**config.mk**
```make
export PLATFORM = sky130hd
export DESIGN_NAME = can_host_regs
export DESIGN_NICKNAME = d
export VERILOG_FILES = /design/src/rtl/chr_pkg.sv /design/src/rtl/chr_wr_decode.sv /design/src/rtl/chr_stat_irq.sv /design/src/rtl/chr_acc_store.sv /design/src/rtl/can_host_regs.sv
export SDC_FILE = /design/constraint.sdc
export NUM_CORES = 1
export LEC_CHECK = 0
export BUFFER_PORTS_ARGS = -buffer_cell sky130_fd_sc_hd__buf_2
export CAP_MARGIN = 40
export CORE_MARGIN = 2
export CORE_UTILIZATION = 44
export CTS_BUF_LIST = sky130_fd_sc_hd__clkbuf_4 sky130_fd_sc_hd__clkbuf_8
export CTS_CLUSTER_SIZE = 24
export DETAILED_ROUTE_END_ITERATION = 7
export HOLD_SLACK_MARGIN = 0.15
export PLACE_DENSITY_LB_ADDON = 0.05
export SYNTH_ARGS = -nofsm -noshare
export SYNTH_HDL_FRONTEND = slang
export SYNTH_HIERARCHICAL = 1
export SYNTH_SLANG_ARGS = --single-unit
```
**constraint.sdc**
```tcl
create_clock -name clk -period 2.1 [get_ports clk]
set_clock_uncertainty 0.05 [all_clocks]
set_input_delay 0.105 -clock clk [delete_from_list [all_inputs] [get_ports clk]]
set_output_delay 0.105 -clock clk [all_outputs]
set_load 0.03 [all_outputs]
```
**src/rtl/chr_pkg.sv**
```systemverilog
`timescale 1ns/1ps
package chr_pkg;
  // register addresses (host map)
  localparam int A_MODE = 0;
  localparam int A_CMD  = 1;
  localparam int A_STS  = 2;
  localparam int A_FLG  = 3;
  localparam int A_IEN  = 4;
  localparam int A_CLK  = 31;
  // reset values
  localparam logic [4:0] MODE_INIT = 5'h01;
  localparam logic [7:0] STS_INIT  = 8'h3C;
  // status bit positions
  localparam int S_RXBUF = 0;
  localparam int S_OVR   = 1;
  localparam int S_TXCMP = 2;
  localparam int S_TXFREE = 3;
  localparam int S_RXING = 4;
  localparam int S_TXING = 5;
  // flag bit positions
  localparam int F_RX  = 0;
  localparam int F_TX  = 1;
  localparam int F_OVR = 3;
  // command bit positions
  localparam int C_TX  = 0;
  localparam int C_REL = 2;
  localparam int C_CLR = 3;
endpackage

```
**src/rtl/chr_wr_decode.sv**
```systemverilog
`timescale 1ns/1ps
module chr_wr_decode #(
  parameter int ADDR_W    = 6,
  parameter int WIN_BASE  = 16,
  parameter int WIN_LEN   = 13,
  parameter int ACC_BYTES = 8,
  localparam int WIN_W    = $clog2(WIN_LEN)
) (
  input  logic                 clk,
  input  logic                 rst,
  input  logic                 wr_en,
  input  logic [ADDR_W-1:0]    addr,
  input  logic [7:0]           wdata,
  input  logic                 reset_mode,
  output logic                 in_win,
  output logic [WIN_W-1:0]     win_ofs,
  output logic                 mode_we,
  output logic                 ien_we,
  output logic                 clk_we,
  output logic [ACC_BYTES-1:0] acc_we,
  output logic                 win_first,
  output logic                 tx_req_now,
  output logic                 clr_ovr_now,
  output logic                 cmd_tx_req,
  output logic                 cmd_rel_rx,
  output logic                 cmd_clr_ovr,
  output logic                 tx_buf_we,
  output logic [WIN_W-1:0]     tx_buf_idx,
  output logic [7:0]           tx_buf_data
);
  import chr_pkg::*;

  localparam logic [ADDR_W-1:0] WIN_LO = ADDR_W'(WIN_BASE);
  localparam logic [ADDR_W-1:0] WIN_HI = ADDR_W'(WIN_BASE + WIN_LEN);

  logic cmd_wr, win_wr;

  assign in_win  = (addr >= WIN_LO) && (addr < WIN_HI);
  assign win_ofs = WIN_W'(addr - WIN_LO);

  assign cmd_wr      = wr_en && (addr == ADDR_W'(A_CMD));
  assign mode_we     = wr_en && (addr == ADDR_W'(A_MODE));
  assign ien_we      = wr_en && (addr == ADDR_W'(A_IEN));
  assign clk_we      = wr_en && (addr == ADDR_W'(A_CLK));
  assign win_wr      = wr_en && in_win && !reset_mode;
  assign win_first   = win_wr && (addr == WIN_LO);
  assign tx_req_now  = cmd_wr && wdata[C_TX];
  assign clr_ovr_now = cmd_wr && wdata[C_CLR];

  for (genvar g = 0; g < ACC_BYTES; g++) begin : g_acc_we
    assign acc_we[g] = wr_en && reset_mode && in_win && (win_ofs == WIN_W'(g));
  end

  always_ff @(posedge clk) begin
    if (rst) begin
      cmd_tx_req  <= 1'b0;
      cmd_rel_rx  <= 1'b0;
      cmd_clr_ovr <= 1'b0;
      tx_buf_we   <= 1'b0;
      tx_buf_idx  <= '0;
      tx_buf_data <= '0;
    end else begin
      cmd_tx_req  <= tx_req_now;
      cmd_rel_rx  <= cmd_wr && wdata[C_REL];
      cmd_clr_ovr <= clr_ovr_now;
      tx_buf_we   <= win_wr;
      if (win_wr) begin
        tx_buf_idx  <= win_ofs;
        tx_buf_data <= wdata;
      end
    end
  end
endmodule

```
**src/rtl/chr_stat_irq.sv**
```systemverilog
`timescale 1ns/1ps
module chr_stat_irq (
  input  logic       clk,
  input  logic       rst,
  input  logic [7:0] ien_next,
  input  logic       flg_read,
  input  logic       clr_ovr,
  input  logic       tx_req,
  input  logic       win_first,
  input  logic       tx_done,
  input  logic       rx_start,
  input  logic       rx_end,
  input  logic       rx_stored,
  input  logic       rx_overrun,
  input  logic       msg_nz,
  output logic [7:0] sts_q,
  output logic [7:0] flg_q,
  output logic       irq
);
  import chr_pkg::*;

  logic [7:0] sts_n, flg_n;

  // flags: read-clear first, then set events win over clears
  always_comb begin
    flg_n = flg_q;
    if (flg_read) flg_n = {7'b0, msg_nz};
    if (clr_ovr)  flg_n[F_OVR] = 1'b0;
    if (tx_done)  flg_n[F_TX]  = 1'b1;
    if (rx_stored) flg_n[F_RX] = 1'b1;
    if (rx_overrun) flg_n[F_OVR] = 1'b1;
  end

  always_comb begin
    sts_n = sts_q;
    sts_n[S_RXBUF] = msg_nz;
    if (clr_ovr)    sts_n[S_OVR] = 1'b0;
    if (rx_overrun) sts_n[S_OVR] = 1'b1;
    if (tx_req) begin
      sts_n[S_TXCMP]  = 1'b0;
      sts_n[S_TXFREE] = 1'b0;
    end
    if (tx_done) begin
      sts_n[S_TXCMP]  = 1'b1;
      sts_n[S_TXFREE] = 1'b1;
      sts_n[S_TXING]  = 1'b0;
    end
    if (win_first) sts_n[S_TXING] = 1'b1;
    if (rx_start)  sts_n[S_RXING] = 1'b1;
    if (rx_end)    sts_n[S_RXING] = 1'b0;
  end

  always_ff @(posedge clk) begin
    if (rst) begin
      sts_q <= STS_INIT;
      flg_q <= 8'h00;
      irq   <= 1'b0;
    end else begin
      sts_q <= sts_n;
      flg_q <= flg_n;
      irq   <= |(ien_next & flg_n);
    end
  end
endmodule

```
**src/rtl/chr_acc_store.sv**
```systemverilog
`timescale 1ns/1ps
module chr_acc_store #(
  parameter int ACC_BYTES = 8
) (
  input  logic                     clk,
  input  logic                     rst,
  input  logic [ACC_BYTES-1:0]     acc_we,
  input  logic [7:0]               wdata,
  output logic [8*ACC_BYTES-1:0]   acc_bytes
);
  for (genvar g = 0; g < ACC_BYTES; g++) begin : g_byte
    logic [7:0] byte_q;
    always_ff @(posedge clk) begin
      if (rst)            byte_q <= 8'h00;
      else if (acc_we[g]) byte_q <= wdata;
    end
    assign acc_bytes[8*g +: 8] = byte_q;
  end
endmodule

```
**src/rtl/can_host_regs.sv**
```systemverilog
`timescale 1ns/1ps
module can_host_regs #(
  parameter int ADDR_W    = 6,
  parameter int MAP_SIZE  = 32,
  parameter int WIN_BASE  = 16,
  parameter int WIN_LEN   = 13,
  parameter int ACC_BYTES = 8,
  parameter int CNT_W     = 7,
  localparam int WIN_W    = $clog2(WIN_LEN)
) (
  input  logic                   clk,
  input  logic                   rst,
  input  logic                   wr_en,
  input  logic                   rd_en,
  input  logic [ADDR_W-1:0]      addr,
  input  logic [7:0]             wdata,
  output logic [7:0]             rdata,
  input  logic                   tx_done,
  input  logic                   rx_start,
  input  logic                   rx_end,
  input  logic                   rx_stored,
  input  logic                   rx_overrun,
  input  logic [CNT_W-1:0]       rx_msg_cnt,
  output logic [WIN_W-1:0]       rx_win_ofs,
  input  logic [7:0]             rx_win_data,
  output logic                   cmd_tx_req,
  output logic                   cmd_rel_rx,
  output logic                   cmd_clr_ovr,
  output logic                   tx_buf_we,
  output logic [WIN_W-1:0]       tx_buf_idx,
  output logic [7:0]             tx_buf_data,
  output logic [8*ACC_BYTES-1:0] acc_bytes,
  output logic [4:0]             reg_mode,
  output logic                   single_filter,
  output logic                   irq
);
  import chr_pkg::*;

  localparam int ACC_W = $clog2(ACC_BYTES);

  logic [4:0]           mode_q;
  logic [7:0]           ien_q, clk_q, ien_n;
  logic [7:0]           sts_q, ir_q, rd_val, acc_rd;
  logic                 in_win, mode_we, ien_we, clk_we;
  logic                 win_first, tx_req_now, clr_ovr_now, oor, flg_read;
  logic [WIN_W-1:0]     win_ofs;
  logic [ACC_BYTES-1:0] acc_we;
  logic [7:0]           acc_arr [ACC_BYTES];

  chr_wr_decode #(
    .ADDR_W(ADDR_W), .WIN_BASE(WIN_BASE), .WIN_LEN(WIN_LEN), .ACC_BYTES(ACC_BYTES)
  ) u_dec (
    .clk(clk), .rst(rst), .wr_en(wr_en), .addr(addr), .wdata(wdata),
    .reset_mode(mode_q[0]), .in_win(in_win), .win_ofs(win_ofs),
    .mode_we(mode_we), .ien_we(ien_we), .clk_we(clk_we), .acc_we(acc_we),
    .win_first(win_first), .tx_req_now(tx_req_now), .clr_ovr_now(clr_ovr_now),
    .cmd_tx_req(cmd_tx_req), .cmd_rel_rx(cmd_rel_rx), .cmd_clr_ovr(cmd_clr_ovr),
    .tx_buf_we(tx_buf_we), .tx_buf_idx(tx_buf_idx), .tx_buf_data(tx_buf_data)
  );

  assign oor      = addr >= ADDR_W'(MAP_SIZE);
  assign flg_read = rd_en && !oor && (addr == ADDR_W'(A_FLG));
  assign ien_n    = ien_we ? wdata : ien_q;

  chr_stat_irq u_si (
    .clk(clk), .rst(rst), .ien_next(ien_n), .flg_read(flg_read),
    .clr_ovr(clr_ovr_now), .tx_req(tx_req_now), .win_first(win_first),
    .tx_done(tx_done), .rx_start(rx_start), .rx_end(rx_end),
    .rx_stored(rx_stored), .rx_overrun(rx_overrun),
    .msg_nz(rx_msg_cnt != '0), .sts_q(sts_q), .flg_q(ir_q), .irq(irq)
  );

  chr_acc_store #(.ACC_BYTES(ACC_BYTES)) u_acc (
    .clk(clk), .rst(rst), .acc_we(acc_we), .wdata(wdata), .acc_bytes(acc_bytes)
  );

  for (genvar g = 0; g < ACC_BYTES; g++) begin : g_unpack
    assign acc_arr[g] = acc_bytes[8*g +: 8];
  end
  assign acc_rd = acc_arr[win_ofs[ACC_W-1:0]];

  always_ff @(posedge clk) begin
    if (rst) begin
      mode_q <= MODE_INIT;
      ien_q  <= 8'h00;
      clk_q  <= 8'h00;
    end else begin
      if (mode_we) mode_q <= wdata[4:0];
      ien_q <= ien_n;
      if (clk_we)  clk_q  <= wdata;
    end
  end

  always_comb begin
    rd_val = 8'h00;
    if (oor) begin
      rd_val = 8'hFF;
    end else if (in_win) begin
      if (!mode_q[0])                       rd_val = rx_win_data;
      else if (win_ofs < WIN_W'(ACC_BYTES)) rd_val = acc_rd;
    end else begin
      case (addr)
        ADDR_W'(A_MODE): rd_val = {3'b000, mode_q};
        ADDR_W'(A_STS):  rd_val = sts_q;
        ADDR_W'(A_FLG):  rd_val = ir_q;
        ADDR_W'(A_IEN):  rd_val = ien_q;
        ADDR_W'(A_CLK):  rd_val = clk_q;
        default:         rd_val = 8'h00;
      endcase
    end
  end

  always_ff @(posedge clk) begin
    if (rst)        rdata <= 8'h00;
    else if (rd_en) rdata <= rd_val;
  end

  assign rx_win_ofs    = win_ofs;
  assign reg_mode      = mode_q;
  assign single_filter = mode_q[3];
endmodule

```
* Word level (Yosys, flattened, before mapping)
Cells that the tools add are included.
Operators by class: add/subtract/negate cells 1, multipliers 0, divide/modulo/power cells 0, magnitude comparators 5, equality and inequality tests 13, shift operators 0, muxes and demuxes 18, bitwise operators 2, reduce and logical (&&, ||, !) cells 33
Operators by type and width (number):
- $mux W8 | 8
- $pmux W8 S5 | 1
- $bmux W8 S3 | 1
- $logic_and A1 B1 Y1 | 23
- $eq A4 B3 Y1 const B | 4
- $eq A6 B2 Y1 const B | 2
- $eq A6 B5 Y1 const B | 2
- $and A8 B8 Y8 | 1
- $eq A4 B2 Y1 const B | 2
- $mux W1 | 8
- $reduce_or A8 Y1 | 1
- $reduce_bool A7 Y1 | 1
- $eq A6 B1 Y1 const B | 1
- $eq A6 B3 Y1 const B | 1
- $ge A6 B5 Y1 const B | 1
- $ge A6 B6 Y1 const B | 1
- $logic_not A6 Y1 | 1
- $lt A6 B5 Y1 const B | 1
- $eq A4 B1 Y1 const B | 1
- $ge A4 B4 Y1 const B | 1
- $logic_not A4 Y1 | 1
- $lt A4 B4 Y1 const B | 1
- $not A3 Y4 | 1
- $reduce_bool A2 Y1 | 2
- 3 further kinds | 5
Word-level totals: register bits 124, latch bits 0, RAM bits 0, ROM bits 0, output and inout bits 99, logic and storage cells 97, memories 0

* Logic depth before layout (Yosys ltp)
depth after elaboration 9, gate-level depth with buffers 8, mapped depth without buffers 7

* By module
The synthesis kept the hierarchy.
By module, submodules not included:
- chr_acc_store | times used 1, cells each 215, area an instance 2371.0 um^2, seq. area each 1281.2 um^2
- can_host_regs | times used 1, cells each 227, area an instance 2082.0 um^2, seq. area each 580.6 um^2
- chr_wr_decode | times used 1, cells each 100, area an instance 883.3 um^2, seq. area each 320.3 um^2
- chr_stat_irq | times used 1, cells each 54, area an instance 518.0 um^2, seq. area each 280.3 um^2

* Worst setup path before layout
OpenSTA, ideal clock, no wires.
path type in2reg, from input addr[1], to register u_si.irq, library setup time 0.135 ns, data arrival time 1.766 ns, required time 1.915 ns, setup slack 0.149 ns, stages on the path 8, path buffers 2, path through buf_2 > nor2_1 > and4b_1 > clkbuf_1 > mux2_2 > a22o_1 > o21ai_0 > a41oi_1
On the way: elaborated cells on any way between the ends 18
RTL lines:
- start: declaration | line can_host_regs.sv:15 | input logic [ADDR_W-1:0] addr,
- $eq A6 B3 Y1 | line chr_wr_decode.sv:43 | assign ien_we = wr_en && (addr == ADDR_W'(A_IEN));
- $logic_and A1 B1 Y1 | line chr_wr_decode.sv:43
- named net ien_we | line can_host_regs.sv:44 | logic in_win, mode_we, ien_we, clk_we;
- $mux W8 | line can_host_regs.sv:63 | assign ien_n = ien_we ? wdata : ien_q;
- named net ien_n[5] | line can_host_regs.sv:42 | logic [7:0] ien_q, clk_q, ien_n;
- $and A8 B8 Y8 | line chr_stat_irq.sv:61 | irq <= |(ien_next & flg_n);
- $reduce_or A8 Y1 | line chr_stat_irq.sv:61
- end signal: assignment | line chr_stat_irq.sv:61
- end: declaration | line chr_stat_irq.sv:18 | output logic irq
The timed path passes the listed nets, and every way through them passes these cells. A chain may end at the register's enable or synchronous reset.

* Worst setup path in the final report
from input addr[2], to register rdata[7]
On the way: elaborated cells on any way between the ends 20
RTL lines:
- $ge A6 B5 Y1 or $lt A6 B5 Y1 (tied branches) | line chr_wr_decode.sv:38 | assign in_win = (addr >= WIN_LO) && (addr < WIN_HI);
- $logic_and A1 B1 Y1 (*) | line chr_wr_decode.sv:38
- named net in_win | line can_host_regs.sv:44
- $mux W8 (*) | line can_host_regs.sv:98 | end else if (in_win) begin
- $mux W8 (*) | line can_host_regs.sv:96 | if (oor) begin
- end signal: assignment | line can_host_regs.sv:115 | else if (rd_en) rdata <= rd_val;
- end: declaration | line can_host_regs.sv:17 | output logic [7:0] rdata,
The timed path passes the listed nets; every way through them passes the cells marked *. The select of a mux whose other input is x is not followed.

==> impl_metrics.py <==
metrics = {
    "floorplan": {
        "io_pins": 137,
        "fp.coreArea_um2": 13140,
        "fp.dieW_um": 119.4,
        "dieHeight_um": 119.4,
        "start_util_pct": 44.56,
        "row_count": 42,
        "die_area_um2": 14240,
    },
    "status": {
        "violations": "design-rule violations",
        "status": "finished, violations left",
    },
    "flow_run": {
        "max-cap-violations": 0,
    },
    "routing": {
        "ant_nets": 0,
        "vias": 4996,
        "vias_per_cell": 5.298,
        "firstDrtPassIters": 8,
        "post_drt_wl_per_cell_um": 18.30,
        "wl_mm": 17.26,
        "initialDrtViolationCount": 496,
        "drc_errors": 4,
    },
    "power_and_ir_drop": {
        "leakage_uw": 0.003119,
        "p_per_area_nw_per_um2": 665.3,
        "max-vdd-ir-drop_mv": 0.3359,
    },
    "cells_and_area": {
        "fin_nets": 793,
        "drive_gt1_share_pct": 30.38,
        "num-fill-cells": 1257,
        "multi_input_area_um2": 2984,
        "ff_latch_area_um2": 2462,
        "area_growth_pct": 24.83,
        "final_util_pct": 55.63,
        "insertedDiodeCount": 0,
    },
    "clocking": {
        "cts_tree": "built",
        "cts-root-buf": "clkbuf_8",
        "cts_sinks": 123,
        "clkLatencyLatePin_ps": 440,
        "path_clk_slew_ps": 70,
        "h-tree-depth": 4,
        "cts_buffers": 17,
        "post_cts_buffers": 0,
        "clockBufferDepth": 2,
    },
    "setup_path": {
        "cp-end-kind": "register",
        "cp-endpoint": "rdata[7]",
        "cp_data_arrival_time_ps": 2320,
        "reg2reg_to": "rdata[6]",
        "critPathLaunchType": "input port",
        "worst_r2r_startpoint": "reg_mode[0]",
        "worstPathRequired_ps": 2420,
        "critPathKind": "input port to register",
        "r2r_cells": 5,
        "ff2ff_setup_slack_ps": 400,
        "cp_max_fo": 9,
        "critPathLaunch": "addr[2]",
    },
    "logic_synthesis": {
        "ys_types": 53,
        "yosys_warnings": 6,
        "netlist_instances": 596,
        "synth_top_area_share_pct": 42.06,
        "ys_ff_latch": 123,
        "ys.flop_type": "dfxtp_1",
        "mappedNetlistArea_um2": 5854,
        "syn_avg_cell_area_um2": 9.823,
        "synthSimpleGateAreaFrac_pct": 18.72,
        "synth_mux_area_share_pct": 23.64,
        "synth-edff-count": 0,
        "synth_top_family_by_area": "multiplexers",
        "synth_fa_ha_area_share_pct": 0,
        "synth_compound_gate_area_share_pct": 8.164,
        "synth-xor-area-share_pct": 0,
        "yosysMostFrequentCell": "dfxtp_1",
        "synth_common_cells": "dfxtp_1, mux2i_1, nor2_1, nand2b_1, buf_6",
        "synth_area_leaders": "dfxtp_1, mux2i_1, nor2_1, buf_6, nand2b_1",
        "async_reset_ff_share_pct": 0,
        "yosysTopAreaCell": "dfxtp_1",
        "yosysSeqAreaShare_pct": 42.06,
    },
    "timing": {
        "drv_slew": 0,
        "tns_ps": 0,
        "finalCritPeriodShare_pct": 95.54,
        "setup_violations": 0,
        "rsz0062_at_grt": "false",
        "max_clock_freq_mhz": 498.4,
        "hold_viol_final": 0,
        "period_needed_ps": 2006,
    },
    "grt": {
        "met2_usage_pct": 36.85,
        "antenna_found_initial": 0,
        "grt_use_met1_pct": 34.29,
        "grt_pass1_wl_mm": 26.54,
        "overflow": 0,
        "grt_usage_pct": 24.46,
        "grtUsageMet3_pct": 5.460,
        "first_global_vias": 4744,
        "grt-busiest-layer": "met2",
        "grt_max_degree": 51,
    },
    "hold_path": {
        "min_path_type": "input port to register",
    },
    "place": {
        "place_congestion": 0.8965,
        "numPortBuffers": 136,
        "dp_hpwl_mm": 11.89,
    },
}
## layout make-up
cell class | instances | area share, %
clock buffer | 23 | 4.160
clock inverter | 8 | 0.9245
inverter | 7 | 0.3595
multi-input combinational | 410 | 40.83
sequential | 123 | 33.69
tap | 176 | 3.013
timing repair buffer | 196 | 17.02
## per-layer routing
layer	wire, um	share of wire [%]
met5	0	0
met4	253	1.5
met3	1028	6.0
met2	7823	45
met1	8156	47
## what timing repair did
item                       CTS  global route
hold buffers                29             0
resized for setup            0             0
hold endpoints to repair   105             0
setup endpoints to repair    0             0
## critical path, cell delays in order
cell	delay [ps]
buf_2	160
dlygate4sd3_1	610
nand2_2	70
o21a_1	240
nand4b_1	200
nor2_2	340
o21bai_2	230
o211a_1	270
nor3_1	110
## kinds of logic (layout without fill, tap and decap cells)
group | after synthesis | in the layout
AOI/OAI and AO/OA | 59 | 59
buffers and inverters | 64 | 234
DFF | 123 | 123
muxes | 136 | 136
other | 1 | 2
and+or+nand+nor | 213 | 213
## flip-flops by register name, summed over array words and instances (netlist names)
signal / count
u_si/irq: 1
reg_mode: 5
u_si/sts_q: 5
u_dec/cmd_tx_req: 1
u_dec/tx_buf_data: 8
u_dec/tx_buf_idx: 4
rdata: 8
u_dec/cmd_rel_rx: 1
u_acc/g_byte.byte_q: 64
u_si/flg_q: 8
u_dec/cmd_clr_ovr: 1
clk_q: 8
ien_q: 8
u_dec/tx_buf_we: 1
## cell usage in the layout, fill, tap and decap left out, types with 10 or more instances in the layout
cell / instances
buf_2: 135
dfxtp_1: 123
mux2i_1: 121
nor2_1: 109
dlygate4sd3_1: 29
buf_4: 29
nand2b_1: 23
clkbuf_8: 21
nor2b_1: 15
nand2_1: 13
mux2_2: 12
nand3_1: 10
## metrics by stage
step                      cell area, um2  instances  hold WS (ps)  setup WS (ps)  power, uW
after CTS                           7308        943         158.5          153.8       4909
after global routing                7308        943         186.0          10.75       5057
final                               7308        943         176.0          93.59       4862
after detailed placement            6646        883         258.7          81.93       2884
after global placement              6646        883         242.5          147.6       2878
after floorplan                     5858        597         155.4          149.2       2719
## worst min-delay path by stage
stage               slack, ps  cells past startpoint  startpoint             endpoint
floorplan                 160                      1     tx_done        u_si/sts_q[5]
global placement          240                      2      rx_end        u_si/sts_q[4]
detailed placement        260                      2      rx_end        u_si/sts_q[4]
CTS                       160                      4     addr[4]  u_dec/tx_buf_idx[0]
global route              190                      4     addr[2]  u_dec/tx_buf_idx[2]
finish                    180                      4     addr[2]  u_dec/tx_buf_idx[2]
## power breakdown
part / internal, uW / switching, uW
clock network: 1070 / 917
logic: 196 / 304
registers: 2360 / 19.0
total: 3620 / 1240
Power figures use the tool's default switching activity.
